[config.mk]
export PLATFORM = sky130hd
export DESIGN_NAME = hw_pair_shifter
export DESIGN_NICKNAME = d
export VERILOG_FILES = /design/src/rtl/hps_pkg.sv /design/src/rtl/hps_decode.sv /design/src/rtl/hps_lane.sv /design/src/rtl/hw_pair_shifter.sv
export SDC_FILE = /design/constraint.sdc
export NUM_CORES = 1
export LEC_CHECK = 0
export ABC_AREA = 1
export CAP_MARGIN = 40
export CORE_MARGIN = 1.5
export CORE_UTILIZATION = 52
export DETAILED_ROUTE_END_ITERATION = 7
export PLACE_DENSITY = 0.93
export RECOVER_POWER = 50
export SLEW_MARGIN = 20
export SYNTH_ARGS = -nofsm -noshare
export SYNTH_HDL_FRONTEND = slang
export SYNTH_SLANG_ARGS = --single-unit
[constraint.sdc]
create_clock -name clk -period 2.99 [get_ports clk]
set_input_delay 0.4485 -clock clk [delete_from_list [all_inputs] [get_ports clk]]
set_output_delay 0.4485 -clock clk [all_outputs]
set_load 0.005 [all_outputs]
[src/rtl/hps_pkg.sv]
package hps_pkg;
  localparam int INSTR_W   = 32;
  localparam int IDX_W     = 4;
  localparam logic [7:0] OPC_REG = 8'h0F;
  localparam logic [7:0] OPC_IMM = 8'h8F;
  localparam logic [7:0] SUB_REG = 8'h40;
  localparam logic [6:0] SUB_IMM = 7'h40;

  typedef struct packed {
    logic             hit;
    logic             use_imm;
    logic [IDX_W-1:0] idx_a;
    logic [IDX_W-1:0] idx_b;
    logic [IDX_W-1:0] idx_c;
    logic [8:0]       imm9;
  } dec_t;
endpackage

[src/rtl/hps_decode.sv]
module hps_decode
  import hps_pkg::*;
(
  input  logic [INSTR_W-1:0] instr_i,
  output dec_t               dec_o
);
  logic is_reg, is_imm;

  always_comb begin
    is_reg = (instr_i[7:0] == OPC_REG) && (instr_i[27:20] == SUB_REG);
    is_imm = (instr_i[7:0] == OPC_IMM) && (instr_i[27:21] == SUB_IMM);
    dec_o.hit     = is_reg || is_imm;
    dec_o.use_imm = is_imm;
    dec_o.idx_a   = instr_i[11:8];
    dec_o.idx_b   = instr_i[15:12];
    dec_o.idx_c   = instr_i[31:28];
    dec_o.imm9    = instr_i[20:12];
  end
endmodule

[src/rtl/hps_lane.sv]
module hps_lane #(
  parameter int LANE_W = 16,
  parameter int CNT_W  = 5
) (
  input  logic [LANE_W-1:0] din_i,
  input  logic [CNT_W-1:0]  cnt_i,
  output logic [LANE_W-1:0] dout_o
);
  logic [CNT_W:0] mag;

  always_comb begin
    mag = '0;
    if (!cnt_i[CNT_W-1]) begin
      dout_o = din_i << cnt_i;
    end else begin
      mag    = {(CNT_W+1){1'b0}} - {1'b1, cnt_i};
      dout_o = din_i >> mag;
    end
  end
endmodule

[src/rtl/hw_pair_shifter.sv]
module hw_pair_shifter
  import hps_pkg::*;
#(
  parameter int LANE_W = 16,
  parameter int LANES  = 2
) (
  input  logic                    clk,
  input  logic                    rst_n,
  input  logic                    in_valid,
  output logic                    in_ready,
  input  logic [31:0]             in_instr,
  output logic [3:0]              rf_rd_a_idx,
  input  logic [LANE_W*LANES-1:0] rf_rd_a_data,
  output logic [3:0]              rf_rd_b_idx,
  input  logic [LANE_W*LANES-1:0] rf_rd_b_data,
  output logic                    out_valid,
  input  logic                    out_ready,
  output logic                    wr_en,
  output logic                    not_mine,
  output logic [3:0]              wr_idx,
  output logic [LANE_W*LANES-1:0] wr_data
);
  localparam int DATA_W = LANE_W * LANES;
  localparam int CNT_W  = $clog2(LANE_W) + 1;

  dec_t              dec;
  logic [CNT_W-1:0]  cnt;
  logic [DATA_W-1:0] shifted;
  logic              take;
  logic              hit_q;

  hps_decode u_dec (
    .instr_i (in_instr),
    .dec_o   (dec)
  );

  assign rf_rd_a_idx = dec.idx_a;
  assign rf_rd_b_idx = dec.idx_b;
  assign cnt = dec.use_imm ? dec.imm9[CNT_W-1:0] : rf_rd_b_data[CNT_W-1:0];

  for (genvar g = 0; g < LANES; g++) begin : g_lane
    hps_lane #(.LANE_W(LANE_W), .CNT_W(CNT_W)) u_lane (
      .din_i  (rf_rd_a_data[g*LANE_W +: LANE_W]),
      .cnt_i  (cnt),
      .dout_o (shifted[g*LANE_W +: LANE_W])
    );
  end

  assign in_ready = !out_valid || out_ready;
  assign take     = in_valid && in_ready;

  always_ff @(posedge clk or negedge rst_n) begin
    if (!rst_n) begin
      out_valid <= 1'b0;
      hit_q     <= 1'b0;
      wr_idx    <= '0;
      wr_data   <= '0;
    end else begin
      if (take) begin
        out_valid <= 1'b1;
        hit_q     <= dec.hit;
        if (dec.hit) begin
          wr_idx  <= dec.idx_c;
          wr_data <= shifted;
        end
      end else if (out_ready) begin
        out_valid <= 1'b0;
      end
    end
  end

  assign wr_en    = out_valid && hit_q;
  assign not_mine = out_valid && !hit_q;
endmodule

==> out/summary.txt <==
run status = complete, but fails checks
failing checks = capacitance limit, slew limit
DR vias = 5931
# setup viols final = 0
Initial Utilization = 53.2%
fraction of the cycle the final worst path needs = 96.2%
endpoints failing hold = 0
Startpoint Class = input port
Overflow after GRT = 0
most frequent cells in the layout = 265 x nand2_1, 156 x nand3_1, 89 x clkdlybuf4s50_1, 75 x nor2_1, 71 x inv_1
Worst Path Required = 3.19 ns
CTS Buf Count = 5
sequential area share after synthesis = 20.6%
Core Box Area = 0.00868 mm²
Unique masters post-synth = 36
Syn Area/Cell = 5.63 µm²
Die Span Y = 97.2 µm
met3 Usage GRT = 5.54%
routed wire length = 16.0 mm
reg2reg start = out_valid
Ys Warns = 0
Critical Path Start = in_instr[23]
Crit Reg-Reg Endpoint = wr_data[0]
I/O pin total = 148
total clock sinks = 38
Worst-path clk slew = 0.07 ns
end-of-flow core utilization = 68.7%
Post-DP HPWL = 12.6 mm
GPL Wtd Cong = 0.983
r2r setup slk = 0.95 ns
crit path kind = input port to register
Slew @ Worst Pin = 1.72 ns
GR Util All Layers = 33.7%
pre-CTS setup slack = -0.122 ns
H-tree levels = 2
Leak Pwr = 3.13 nW
drt first pass iters = 6
max cap viols = 1
maximum vdd drop = 0.214 mV
area delta synth->final = 29.1%
met2 usage = 56.0%
Via density = 5.78
GR Layer Usage met1 = 42.6%
CTS tree = built
synthesized cell area = 0.00462 mm²
Diodes inserted = 0
number of routed nets with antenna violations = 0
largest net degree at the start of global routing = 58
end point of the critical path = wr_data[20]
most common cell after layout, fill and taps aside = nand2_1
DRC = 0
Overall Power = 1.64 mW
fmax = 0.347 GHz
worst skew pair latency = 0.29 ns
unrepaired setup endpoints after global routing = true
slew margin rel. = -14.4%
skew final = 0.00528 ns
Horiz. Die Dim = 97.2 µm
top_reg_cell synth = dfrtp_1
Synth Instances = 820
final-stage net count = 1020
final count of pins violating max slew = 35
initial DRC count = 662
FF+latch count, synth = 38
worst path arrival time = 3.08 ns
Clock Path Buffers = 2
Setup TNS = 0 ns
cell area power density = 276 mW/mm²
Die Footprint = 0.00945 mm²
Max Fanout on Critical Path = 11
DR WL/cell = 15.6 µm
asr flop ratio synth = 100%
initial antenna violation count = 0
busiest layer in global routing = met2
global-route wire length before repair = 26.2 mm
Crit. End Element = register
worst-case setup margin in the final layout = 0.112 ns
Post-synth EDFFs = 0
r2r worst-path depth = 10
Root Buffer = clkbuf_8
Syn Nets = 921
Port Buffers = 109
HP Class = register to register
share of cells above drive strength 1 = 8.81%
Rows = 34
vias in the first global route = 5500
Tmin final = 2.88 ns
[power by group]
part | switching [mW] | internal, mW
Combinational | 0.421 | 0.269
Clock | 0.171 | 0.267
Sequential | 0.00128 | 0.516
Total | 0.593 | 1.05
[kinds of logic after synthesis]
family / Yosys count / share of synthesized area (%)
compound gates: 104 / 12.4
fa+ha+maj: 1 / 0.271
simple gates: 544 / 52.2
xor+xnor: 1 / 0.596
buf+inv: 132 / 13.9
flops: 38 / 20.6
[synthesized netlist by cell type, types with 10 or more instances]
cell	number	area share [%]
clkbuf_1	18	1.5
nand4_1	12	1.6
buf_2	13	1.4
o21ai_0	32	3.5
a21oi_1	39	4.2
o21ai_1	10	1.1
nand2_1	265	22
o211ai_1	10	1.6
nor2_1	75	6.1
nand2_2	10	1.4
dfrtp_1	38	21
buf_6	11	2.7
nand3_1	156	17
inv_1	71	5.8
buf_4	11	1.8
[what timing repair did]
item,CTS,global route
hold endpoints to repair,0,4
gates resized for setup,0,3
buffers inserted,0,0
hold buffers,0,1
setup endpoints to repair,0,3
[metrics by stage]
stage          cell area [µm²]  cells  hold slack, ns
4_1_cts                   5940   1025           0.272
5_1_grt                   5960   1027           0.507
2_1_floorplan             4620    820           0.153
3_3_place_gp              5830   1018           0.462
3_5_place_dp              5830   1018           0.469
6_report                  5960   1027           0.474
[how the worst min path moves through the flow]
stage,cells after the start,start,slack (ns),to
6_report,2,wr_idx[0],0.47,wr_idx[0]
5_1_grt,2,wr_idx[2],0.51,wr_idx[2]
4_1_cts,1,rst_n,0.27,wr_idx[1]
3_5_place_dp,2,wr_idx[0],0.47,wr_idx[0]
3_3_place_gp,2,wr_idx[3],0.46,wr_idx[3]
2_1_floorplan,0,rst_n,0.15,hit_q
[sequential cells by signal (all words and copies together) (netlist names)]
| signal | flops |
|---|---|
| wr_idx | 4 |
| hit_q | 1 |
| wr_data | 32 |
| out_valid | 1 |
[metal layers]
metal | vias to the layer above | wire, µm
met1 | 2630 | 6390
met3 | 53 | 1620
li1 | 2859 | -
met5 | - | 0
met2 | 389 | 7330
met4 | 0 | 697
[final cells by class]
cell class                 instances  area (µm²)
fill                             801        2720
inverter                          75         294
sequential                        38         951
clock buffer                       6        82.6
multi-input combinational        650        3020
timing repair buffer             149        1450
tap                              108         135
clock inverter                     1        30.0
[worst max-delay path: stages]
cell and delay, ns:
clkdlybuf4s50_1 0.44, nor2_1 0.13, nand2_1 0.11, nor2_4 0.17, nand3_1 0.14, nand2_4 0.11
buf_12 0.13, nand3_2 0.21, xor2_4 0.25, nor2_2 0.49, nand4_1 0.17, nand2_1 0.10
inv_1 0.04, a21oi_1 0.15
Power figures use the tool's default switching activity.
